### src/rtl/gpio8_pkg.sv
package gpio8_pkg;
  localparam int unsigned NLINE  = 8;
  localparam int unsigned ADDR_W = 12;

  localparam logic [ADDR_W-1:0] OFF_DIR  = 12'h400;
  localparam logic [ADDR_W-1:0] OFF_LVL  = 12'h404;
  localparam logic [ADDR_W-1:0] OFF_BOTH = 12'h408;
  localparam logic [ADDR_W-1:0] OFF_POL  = 12'h40C;
  localparam logic [ADDR_W-1:0] OFF_EN   = 12'h410;
  localparam logic [ADDR_W-1:0] OFF_RAW  = 12'h414;
  localparam logic [ADDR_W-1:0] OFF_PEND = 12'h418;
  localparam logic [ADDR_W-1:0] OFF_CLR  = 12'h41C;

  typedef struct packed {
    logic [NLINE-1:0] dir;
    logic [NLINE-1:0] lvl;
    logic [NLINE-1:0] both;
    logic [NLINE-1:0] pol;
    logic [NLINE-1:0] en;
  } gpio_cfg_t;
endpackage

### src/rtl/gpio8_sync.sv
module gpio8_sync #(
  parameter int W      = 8,
  parameter int STAGES = 2
) (
  input  logic         clk,
  input  logic         rst_n,
  input  logic [W-1:0] d,
  output logic [W-1:0] q
);
  logic [STAGES-1:0][W-1:0] stg;

  always_ff @(posedge clk or negedge rst_n) begin
    if (!rst_n) stg <= '0;
    else        stg <= {stg[STAGES-2:0], d};
  end

  assign q = stg[STAGES-1];
endmodule

### src/rtl/gpio8_regs.sv
module gpio8_regs
  import gpio8_pkg::*;
(
  input  logic              clk,
  input  logic              rst_n,
  input  logic              psel,
  input  logic              penable,
  input  logic              pwrite,
  input  logic [ADDR_W-1:0] paddr,
  input  logic [NLINE-1:0]  pwdata,
  output logic [NLINE-1:0]  prdata,
  input  logic [NLINE-1:0]  pin_sync,
  input  logic [NLINE-1:0]  irq_raw,
  input  logic [NLINE-1:0]  irq_pend,
  output gpio_cfg_t         cfg,
  output logic [NLINE-1:0]  data_q,
  output logic [NLINE-1:0]  clr_mask
);
  logic             wr_en;
  logic             in_win;
  logic [NLINE-1:0] win_mask;
  logic [NLINE-1:0] upd_mask;

  assign wr_en    = psel & penable & pwrite;
  assign in_win   = (paddr[ADDR_W-1:ADDR_W-2] == 2'b00);
  assign win_mask = paddr[NLINE+1:2];
  assign upd_mask = win_mask & cfg.dir;   // input lines keep their latch

  always_ff @(posedge clk or negedge rst_n) begin
    if (!rst_n) begin
      cfg    <= '0;
      data_q <= '0;
    end else if (wr_en) begin
      if (in_win) begin
        data_q <= (data_q & ~upd_mask) | (pwdata & upd_mask);
      end else begin
        case (paddr)
          OFF_DIR:  cfg.dir  <= pwdata;
          OFF_LVL:  cfg.lvl  <= pwdata;
          OFF_BOTH: cfg.both <= pwdata;
          OFF_POL:  cfg.pol  <= pwdata;
          OFF_EN:   cfg.en   <= pwdata;
          default:  ;
        endcase
      end
    end
  end

  assign clr_mask = (wr_en && paddr == OFF_CLR) ? pwdata : '0;

  always_comb begin
    prdata = '0;
    if (psel && !pwrite) begin
      if (in_win) begin
        prdata = ((data_q & cfg.dir) | (pin_sync & ~cfg.dir)) & win_mask;
      end else begin
        case (paddr)
          OFF_DIR:  prdata = cfg.dir;
          OFF_LVL:  prdata = cfg.lvl;
          OFF_BOTH: prdata = cfg.both;
          OFF_POL:  prdata = cfg.pol;
          OFF_EN:   prdata = cfg.en;
          OFF_RAW:  prdata = irq_raw;
          OFF_PEND: prdata = irq_pend;
          default:  prdata = '0;
        endcase
      end
    end
  end
endmodule

### src/rtl/gpio8_irq.sv
module gpio8_irq #(
  parameter int W = 8
) (
  input  logic         clk,
  input  logic         rst_n,
  input  logic [W-1:0] pin_sync,
  input  logic [W-1:0] lvl,
  input  logic [W-1:0] both,
  input  logic [W-1:0] pol,
  input  logic [W-1:0] en,
  input  logic [W-1:0] clr_mask,
  output logic [W-1:0] raw,
  output logic [W-1:0] pend,
  output logic         irq_o
);
  logic [W-1:0] prev_q;
  logic [W-1:0] latch_q;
  logic [W-1:0] evt;

  for (genvar i = 0; i < W; i++) begin : g_line
    logic rise, fall;
    assign rise   = pin_sync[i] & ~prev_q[i];
    assign fall   = ~pin_sync[i] & prev_q[i];
    assign evt[i] = ~lvl[i] & (both[i] ? (rise | fall) : (pol[i] ? rise : fall));
    assign raw[i] = lvl[i] ? ~(pin_sync[i] ^ pol[i]) : latch_q[i];
  end

  assign pend = raw & en;

  always_ff @(posedge clk or negedge rst_n) begin
    if (!rst_n) begin
      prev_q  <= '0;
      latch_q <= '0;
      irq_o   <= 1'b0;
    end else begin
      prev_q  <= pin_sync;
      latch_q <= (latch_q & ~clr_mask) | evt;   // a new event beats a clear
      irq_o   <= |pend;
    end
  end
endmodule

### src/rtl/gpio8_ctrl.sv
module gpio8_ctrl
  import gpio8_pkg::*;
#(
  parameter int SYNC_STAGES = 2
) (
  input  logic              clk,
  input  logic              rst_n,
  input  logic              psel,
  input  logic              penable,
  input  logic              pwrite,
  input  logic [ADDR_W-1:0] paddr,
  input  logic [NLINE-1:0]  pwdata,
  output logic [NLINE-1:0]  prdata,
  input  logic [NLINE-1:0]  pin_in,
  output logic [NLINE-1:0]  pin_out,
  output logic [NLINE-1:0]  pin_oe,
  output logic              irq_o
);
  gpio_cfg_t        cfg;
  logic [NLINE-1:0] pin_sync;
  logic [NLINE-1:0] data_q;
  logic [NLINE-1:0] clr_mask;
  logic [NLINE-1:0] irq_raw;
  logic [NLINE-1:0] irq_pend;

  gpio8_sync #(.W(NLINE), .STAGES(SYNC_STAGES)) u_sync (
    .clk(clk), .rst_n(rst_n), .d(pin_in), .q(pin_sync)
  );

  gpio8_regs u_regs (
    .clk(clk), .rst_n(rst_n), .psel(psel), .penable(penable), .pwrite(pwrite),
    .paddr(paddr), .pwdata(pwdata), .prdata(prdata), .pin_sync(pin_sync),
    .irq_raw(irq_raw), .irq_pend(irq_pend), .cfg(cfg), .data_q(data_q),
    .clr_mask(clr_mask)
  );

  gpio8_irq #(.W(NLINE)) u_irq (
    .clk(clk), .rst_n(rst_n), .pin_sync(pin_sync), .lvl(cfg.lvl),
    .both(cfg.both), .pol(cfg.pol), .en(cfg.en), .clr_mask(clr_mask),
    .raw(irq_raw), .pend(irq_pend), .irq_o(irq_o)
  );

  assign pin_out = data_q;
  assign pin_oe  = cfg.dir;
endmodule

### config.mk
export PLATFORM = sky130hd
export DESIGN_NAME = gpio8_ctrl
export DESIGN_NICKNAME = d
export VERILOG_FILES = /design/src/rtl/gpio8_pkg.sv /design/src/rtl/gpio8_sync.sv /design/src/rtl/gpio8_regs.sv /design/src/rtl/gpio8_irq.sv /design/src/rtl/gpio8_ctrl.sv
export SDC_FILE = /design/constraint.sdc
export NUM_CORES = 1
export LEC_CHECK = 0
export BUFFER_PORTS_ARGS = -buffer_cell sky130_fd_sc_hd__buf_2
export CORE_MARGIN = 4
export CORE_UTILIZATION = 50
export CTS_BUF_LIST = sky130_fd_sc_hd__clkbuf_4
export DETAILED_ROUTE_END_ITERATION = 8
export PLACE_DENSITY = 0.76
export SYNTH_ARGS = -nofsm -noshare
export SYNTH_HDL_FRONTEND = slang
export SYNTH_SLANG_ARGS = --single-unit
export TNS_END_PERCENT = 100
### constraint.sdc
create_clock -name clk -period 4.3 [get_ports clk]
set_input_delay 0.645 -clock clk [delete_from_list [all_inputs] [get_ports clk]]
set_output_delay 0.645 -clock clk [all_outputs]
set_load 0.03 [all_outputs]
==> results of run 1 <==
==> critical path: stages <==
cell	delay, ps
buf_2	460
nor2b_1	530
a21boi_0	180
o221a_2	270
o21ai_0	220
buf_2	240
==> where the power goes <==
part           internal, W  total, W  leakage (nW)  switching, W
clock             0.000126  0.000372        0.0655      0.000247
sequential        0.000773  0.000782          1.03    0.00000886
combinational    0.0000412  0.000113          1.23     0.0000715
==> sequential cells by signal, summed over array words and instances (netlist names), named ones only <==
name           cells
u_sync.stg         8
u_irq.prev_q       8
u_regs.cfg        40
u_irq.irq_o        1
u_irq.latch_q      8
u_sync.q           8
==> per-layer routing <==
layer	up-vias	global-route usage	share of wire
met3	19	0.0334	0.076
met1	1529	0.281	0.43
li1	1479	-	-
met2	103	0.310	0.47
met5	-	0	0
met4	0	0.0888	0.020
==> worst min path at each step <==
stage | slack [ps] | cells after the start | endpoint | startpoint
global placement | 330 | 0 | u_sync.q[3] | u_sync.stg[3]
global route | 280 | 1 | u_sync.stg[1] | pin_in[1]
finish | 310 | 1 | u_sync.stg[1] | pin_in[1]
detailed placement | 330 | 0 | u_sync.q[3] | u_sync.stg[3]
CTS | 280 | 1 | u_sync.stg[1] | pin_in[1]
floorplan | 330 | 0 | u_sync.q[0] | u_sync.stg[0]
==> final cells by class <==
class / instances / area share
clock inverters: 5 / 0.00465
well taps: 108 / 0.0279
flip-flops and latches: 81 / 0.419
multi-input cells: 254 / 0.453
repair buffers: 58 / 0.0610
clock buffers: 11 / 0.0171
inverters: 23 / 0.0178
==> Yosys cell counts (all sizes together) (3+ instances only) <==
| cell type | n |
|---|---|
| o211ai | 5 |
| nor2 | 3 |
| a22oi | 3 |
| ha | 16 |
| clkbuf | 12 |
| inv | 23 |
| a211o | 9 |
| a21boi | 4 |
| mux2i | 14 |
| and3 | 8 |
| a311oi | 4 |
| a211oi | 18 |
| nand3 | 8 |
| nor3 | 3 |
| buf | 12 |
| nor2b | 19 |
| nand2b | 3 |
| nand2 | 10 |
| nand3b | 12 |
| o21ai | 11 |
| dfrtp | 81 |
| mux2 | 57 |
| or3 | 3 |
| a21o | 7 |
| a21oi | 9 |
| xnor2 | 7 |
==> kinds of logic after synthesis <==
| logic type | after synthesis | share of synthesized area |
|---|---|---|
| xor+xnor | 8 | 0.0158 |
| fa+ha+maj | 16 | 0.0451 |
| simple gates | 78 | 0.112 |
| compound gates | 81 | 0.131 |
| flops | 81 | 0.456 |
| mux | 71 | 0.190 |
| buf+inv | 47 | 0.0501 |
==> through the flow <==
stage	cell area, µm²	hold slack [ps]	setup WS (ps)
after CTS	4840	283	1110
after global routing	4840	282	892
after global placement	4740	333	1140
after detailed placement	4740	335	1120
after floorplan	4440	331	1330
final	4840	308	1100
==> layout by cell type, fill, tap and decap left out, types with 2 or more instances in the layout <==
master	count
a211o_1	9
a211oi_1	18
a21boi_0	4
a21o_1	7
a21oi_1	9
a22oi_1	3
a2bb2oi_1	2
a311oi_1	4
and3_1	7
buf_2	56
buf_4	2
clkbuf_4	11
clkinv_1	2
clkinv_2	3
dfrtp_1	81
ha_1	16
inv_1	23
mux2_2	41
mux2_4	16
mux2i_1	14
nand2_1	10
nand2b_1	3
nand3_1	8
nand3b_1	12
nand4b_1	2
nor2_1	3
nor2b_1	19
nor3_2	2
o211ai_1	5
o21a_1	2
o21ai_0	11
o22ai_1	2
or3_1	3
or4_1	2
xnor2_1	7
==> reports/qor.yml, run 1 <==
outcome: "finished, final reports clean"
setup_viol: 0
drt_iter0_markers: 193
grt_pass1_vias: 3174
crit_fanout: 29
fillers: 781
dieArea_um2: 10500
hold_violations: 0
finalSetupTns_ps: 0
yosysSeqAreaShare: 0.456
dp.cells: 524
hpwl_um: 6810
io_pins: 58
fmax_mhz: 312
yosysWarningCount: 0
drc: 0
grt_pass1_wl_um: 16200
multi_input_area_um2: 2190
ant_nets: 0
clk_root_buffer_cell: "clkbuf_4"
antenna_cells: 0
finalWirelength_um: 9680
tightestPinTransition_ps: 1020
startpoint_type: "input port"
row_count: 34
start_util: 0.512
cts_hold_buffers: 0
synth-edff-count: 0
drive_gt1_frac: 0.313
area.sequential_um2: 2030
htree_num_levels: 3
fin_skew_ps: 13.6
cts_num_sinks: 81
grt-ovfl-total: 0
fin_crit_sh: 0.745
reg2reg_from: "u_sync.q[2]"
worstReg2RegEnd: "u_irq.latch_q[2]"
netlist_instances: 382
grt_max_degree: 82
io_buffers: 57
syn_area_um2: 4440
firstDrtPassIters: 4
cts_tree: "built"
utilization: 0.558
ff2ff_setup_slack_ps: 2830
cts_buffers: 9
ys_ff_latch: 81
timing.max_cap.violations: 0
leakagePower_nw: 2.33
cts_buffer_depth: 2
p_per_area_nw_per_um2: 262
cp-end-kind: "output pin"
cts_resized: 0
reg2regPathDepth: 6
die_height_um: 102
viasPerCell: 5.80
slew_viol_final: 0
fp.dieW_um: 102
rsz0062_at_grt: "no"
clk_latency_ps: 430
max-slew-margin-rel: 0.317
synth_top_area_share: 0.456
synth_cell_types: 48
syn_area_per_cell_um2: 11.6
cp.required_ps: 3650
gp_congestion: 0.807
antenna_found_initial: 0
syn_nets: 431
areaGrowthSynthToFinish_pct: 8.98
crit_path_end: "prdata[5]"
vdd_drop_max_mv: 0.139
synth_ff_type: "dfrtp_1"
post_drt_wl_per_cell_um: 17.9
hp-class: "input port to flop"
yosysTopAreaCell: "dfrtp_1"
arrival_ps: 2560
min_period_ps: 3200
synth_area_leaders: "dfrtp_1 (46%), mux2_2 (10%), mux2_4 (5.4%)"
cp-startpoint: "paddr[2]"
final_cells: 540
async_reset_ff_frac: 1.00
gr-usage-all-layers: 0.202
core_area_um2: 8680
critPathKind: "input port to output pin"
path_clk_slew_ps: 130
post_cts_buffers: 0
via_count: 3130
power_w: 0.00127
final_nets: 476
Power figures use the tool's default switching activity.
==> run 2, diff against run 1 <==
clock period = 3.1 ns   (was 4.3 ns; I/O delays follow)
==> reports/qor.yml, run 2 (synthesis results as in run 1) <==
fin_skew_ps: 8.45
ant_nets: 0
row_count: 34
areaGrowthSynthToFinish_pct: 11.5
htree_num_levels: 3
largest_reg_flops: 40
clk_root_buffer_cell: "clkbuf_4"
start_util: 0.512
hold_path_depth: 1
io_pins: 58
fp.dieW_um: 102
p_per_area_nw_per_um2: 408
crit_path_end: "prdata[0]"
cts_num_sinks: 81
worstPathCellList: "xnor2_1, mux2i_1, a2111oi_0, o21a_1, buf_2"
final_common_cell: "dfrtp_1"
post_drt_wl_per_cell_um: 18.2
cts_buffers: 9
core_area_um2: 8680
critPathKind: "flop to output pin"
dieArea_um2: 10500
path_depth: 5
slew_viol_final: 0
min_period_ps: 2640
critical_path.max_stage_delay_ps: 480
cp.required_ps: 2630
antenna_cells: 0
max-slew-margin-rel: 0.326
fillers: 794
finalWirelength_um: 9890
holdWs_ps: 121
cp-startpoint: "u_sync.q[0]"
path_clk_slew_ps: 130
hp-class: "input port to flop"
fmax_mhz: 379
final_cell_mix: "dfrtp_1 (81), buf_2 (56), mux2_2 (41), inv_1 (23), nor2b_1 (19)"
cts_tree: "built"
crit_fanout: 5
slowest_stage: "a2111oi_0"
grt_max_degree: 82
grt-ovfl-total: 0
grt_pass1_vias: 3200
arrival_ps: 2180
cts_resized: 0
drt_iter0_markers: 199
gr-usage-all-layers: 0.206
io_buffers: 57
reg2reg_from: "u_sync.q[5]"
antenna_found_initial: 0
drc: 0
hpwl_um: 7000
viasPerCell: 5.81
ff2ff_setup_slack_ps: 1630
cts_buffer_depth: 2
finalSetupTns_ps: 0
worstReg2RegEnd: "u_irq.latch_q[5]"
final_nets: 480
timing.max_cap.violations: 0
crit_family: "compound AO/OA/AOI/OAI gates"
hold_violations: 0
via_count: 3159
die_height_um: 102
leakagePower_nw: 2.38
outcome: "finished, final reports clean"
reg2regPathDepth: 6
vdd_drop_max_mv: 0.231
post_cts_buffers: 0
grt_pass1_wl_um: 16500
drive_gt1_frac: 0.323
startpoint_type: "flop"
rsz0062_at_grt: "no"
cts_hold_buffers: 0
gp_congestion: 0.814
cp-end-kind: "output pin"
tightestPinTransition_ps: 1010
setup_viol: 0
firstDrtPassIters: 4
crit_buf_inv: 1
regMostFlops: "u_regs.cfg"
fin_crit_sh: 0.852
clk_latency_ps: 430
[run 2: cell types whose count changed in the layout (fill, tap and decap cells not counted)]
cell,change
buf_4,+4
clkinv_2,-2
clkbuf_4,-2
clkinv_1,-2
bufinv_16,+3
clkinv_4,+1
clkinvlp_4,+2
[run 2: stage by stage]
step / utilization / instances / power, W / area, µm² / setup WS, ps
detailed placement: 0.549 / 528 / 0.00127 / 4770 / 492
global route: 0.571 / 544 / 0.00212 / 4950 / 346
global placement: 0.549 / 528 / 0.00126 / 4770 / 515
CTS: 0.571 / 544 / 0.00205 / 4950 / 469
finish: 0.571 / 544 / 0.00202 / 4950 / 459
floorplan: - / 382 / 0.00119 / 4440 / 485
[run 2: power breakdown]
group | switching, W | internal [W] | total, W
clock network | 0.000371 | 0.000407 | 0.000778
logic | 0.000100 | 0.0000591 | 0.000159
registers | 0.0000125 | 0.00107 | 0.00109
[run 2: per-layer routing]
| metal | share of wire | up-vias | GRT usage |
|---|---|---|---|
| met5 | 0 | - | 0 |
| met4 | 0.019 | 0 | 0.0555 |
| met3 | 0.071 | 16 | 0.0485 |
| met2 | 0.48 | 80 | 0.332 |
| met1 | 0.43 | 1579 | 0.282 |
| li1 | - | 1484 | - |
[run 2: layout make-up]
cell class,count,area [µm²],share of cell area
sequential,81,2030,0.409
tap,108,135,0.0273
timing repair buffer,62,325,0.0657
clock buffer,9,67.6,0.0136
multi-input combinational,254,2190,0.443
inverter,23,86.3,0.0174
clock inverter,7,119,0.0240
[run 2: worst register-to-register path, cell delays in order (launching register included)]
cell      delay [ps]
dfrtp_1          430
inv_1             80
ha_1             190
nor2b_1          120
a211oi_1         190
a211oi_1          80
a211o_1          280
[run 2: worst min-delay path by stage]
| stage | start | end | slack (ps) |
|---|---|---|---|
| CTS | pin_in[5] | u_sync.stg[5] | 100 |
| global route | pin_in[5] | u_sync.stg[5] | 70 |
| detailed placement | u_sync.stg[6] | u_sync.q[6] | 340 |
| global placement | u_sync.stg[5] | u_sync.q[5] | 330 |
| finish | pin_in[4] | u_sync.stg[4] | 120 |
| floorplan | rst_n | asynchronous set/reset pin | 170 |
==> run 3, diff against run 2 <==
ABC_AREA = 1   (was default)
==> reports/qor.yml, run 3 <==
yosysMostFrequentCell: "nand2_1"
core_area_um2: 8380
cp.required_ps: 2630
syn_area_per_cell_um2: 8.01
setup_viol: 0
cts_buffer_depth: 2
arrival_ps: 2050
cp-end-kind: "output pin"
io_pins: 58
synth_area_leaders: "dfrtp_1 (46%), nand2_1 (13%), nand3_1 (7.9%)"
utilization: 0.580
final_cell_mix: "nand2_1 (147), dfrtp_1 (81), nand3_1 (69), buf_2 (56), inv_1 (49)"
grt_max_degree: 82
crit_fanout: 36
grt-ovfl-total: 0
hold_path_depth: 1
cts_resized: 0
drc: 0
drive_gt1_frac: 0.183
finalSetupTns_ps: 0
yosysWarningCount: 0
slew_viol_final: 0
finalWirelength_um: 11100
cts_num_sinks: 81
min_period_ps: 2520
largest_reg_flops: 40
leakagePower_nw: 2.50
fp.dieW_um: 102
timing.max_cap.violations: 0
rsz0062_at_grt: "no"
path_clk_slew_ps: 130
area.sequential_um2: 2030
tightestPinTransition_ps: 1010
fin_ws_ps: 584
vdd_drop_max_mv: 0.214
power_w: 0.00198
hp-class: "input port to flop"
start_util: 0.524
die_height_um: 102
synth-edff-count: 0
fillers: 800
areaGrowthSynthToFinish_pct: 10.7
yosysTopAreaCell: "dfrtp_1"
fin_skew_ps: 19.6
ys_top_cells_by_count: "nand2_1 (147), dfrtp_1 (81), nand3_1 (69)"
p_per_area_nw_per_um2: 408
firstDrtPassIters: 7
max-slew-margin-rel: 0.325
regMostFlops: "u_regs.cfg"
htree_num_levels: 3
clk_latency_ps: 440
viasPerCell: 5.54
fmax_mhz: 397
fin_crit_sh: 0.812
startpoint_type: "input port"
syn_area_um2: 4390
gr-usage-all-layers: 0.226
antenna_cells: 0
io_buffers: 57
cts_buffers: 9
yosysSeqAreaShare: 0.462
antenna_found_initial: 0
gp_congestion: 0.880
place_ws_ps: 598
final_common_cell: "nand2_1"
critPathKind: "input port to output pin"
synth_cell_types: 28
hpwl_um: 7540
drt_iter0_markers: 419
cts_hold_buffers: 0
final_nets: 648
post_cts_buffers: 0
via_count: 3912
grt_pass1_vias: 3746
syn_nets: 597
hold_violations: 0
row_count: 33
cts_tree: "built"
async_reset_ff_frac: 1.00
ys_ff_latch: 81
netlist_instances: 548
clk_root_buffer_cell: "clkbuf_4"
post_drt_wl_per_cell_um: 15.7
synth_ff_type: "dfrtp_1"
outcome: "finished, final reports clean"
synth_top_area_share: 0.462
ant_nets: 0
dieArea_um2: 10300
multi_input_area_um2: 2020
reg2regPathDepth: 4
grt_pass1_wl_um: 18200
-- run 3: per-stage QoR --
stage	instances	hold WS [ps]	area, µm²
5_1_grt	706	106	4860
3_3_place_gp	693	332	4700
2_1_floorplan	548	169	4390
3_5_place_dp	693	335	4700
4_1_cts	706	107	4860
6_report	706	114	4860
-- run 3: layout make-up --
type | instances | area share
clock buffer | 9 | 0.0139
sequential | 81 | 0.417
clock inverter | 4 | 0.0196
multi-input combinational | 393 | 0.416
timing repair buffer | 61 | 0.0654
tap | 105 | 0.0270
inverter | 53 | 0.0409
-- run 3: logic make-up (layout without fill, tap and decap cells) --
group,Yosys count,in the layout,share of synthesized area
buffers and inverters,74,127,0.0776
AO/OA/AOI/OAI,94,94,0.123
adder cells (fa/ha/maj),16,16,0.0456
flip-flops,81,81,0.462
AND/OR/NAND/NOR,283,283,0.292
-- run 3: critical path, stage by stage --
cell and delay, ps:
buf_2 140, nor2_2 130, nand2_1 140, nor2_8 450, nand3_1 140, o21ai_1 110, nor2_1 60, nand3_1 70
nand2_1 100, inv_1 60, buf_2 180
-- run 3: path summary, 6_finish.rpt --
check / from / to / slack (ps)
min reg2reg: u_sync.stg[7] / u_sync.q[7] / 350
max in group asynchronous: rst_n / u_irq.latch_q[4] / 2260
min in group asynchronous: rst_n / u_regs.cfg[12] / 180
min: pin_in[3] / u_sync.stg[3] / 110
max reg2reg: u_regs.cfg[30] / u_irq.irq_o / 1710
max: paddr[7] / prdata[0] / 580
-- run 3: metal layers --
| metal | vias up | wire (µm) | GRT usage |
|---|---|---|---|
| met2 | 190 | 5170 | 0.365 |
| met4 | 0 | 254 | 0.0808 |
| met3 | 26 | 1110 | 0.0461 |
| met1 | 1800 | 4540 | 0.304 |
| met5 | - | 0 | 0 |
| li1 | 1896 | - | - |
-- run 3: where the power goes --
part / switching, W / internal (W) / total, W
clock: 0.000354 / 0.000394 / 0.000748
combinational: 0.000104 / 0.0000461 / 0.000150
sequential: 0.0000108 / 0.00107 / 0.00108
total: 0.000469 / 0.00151 / 0.00198
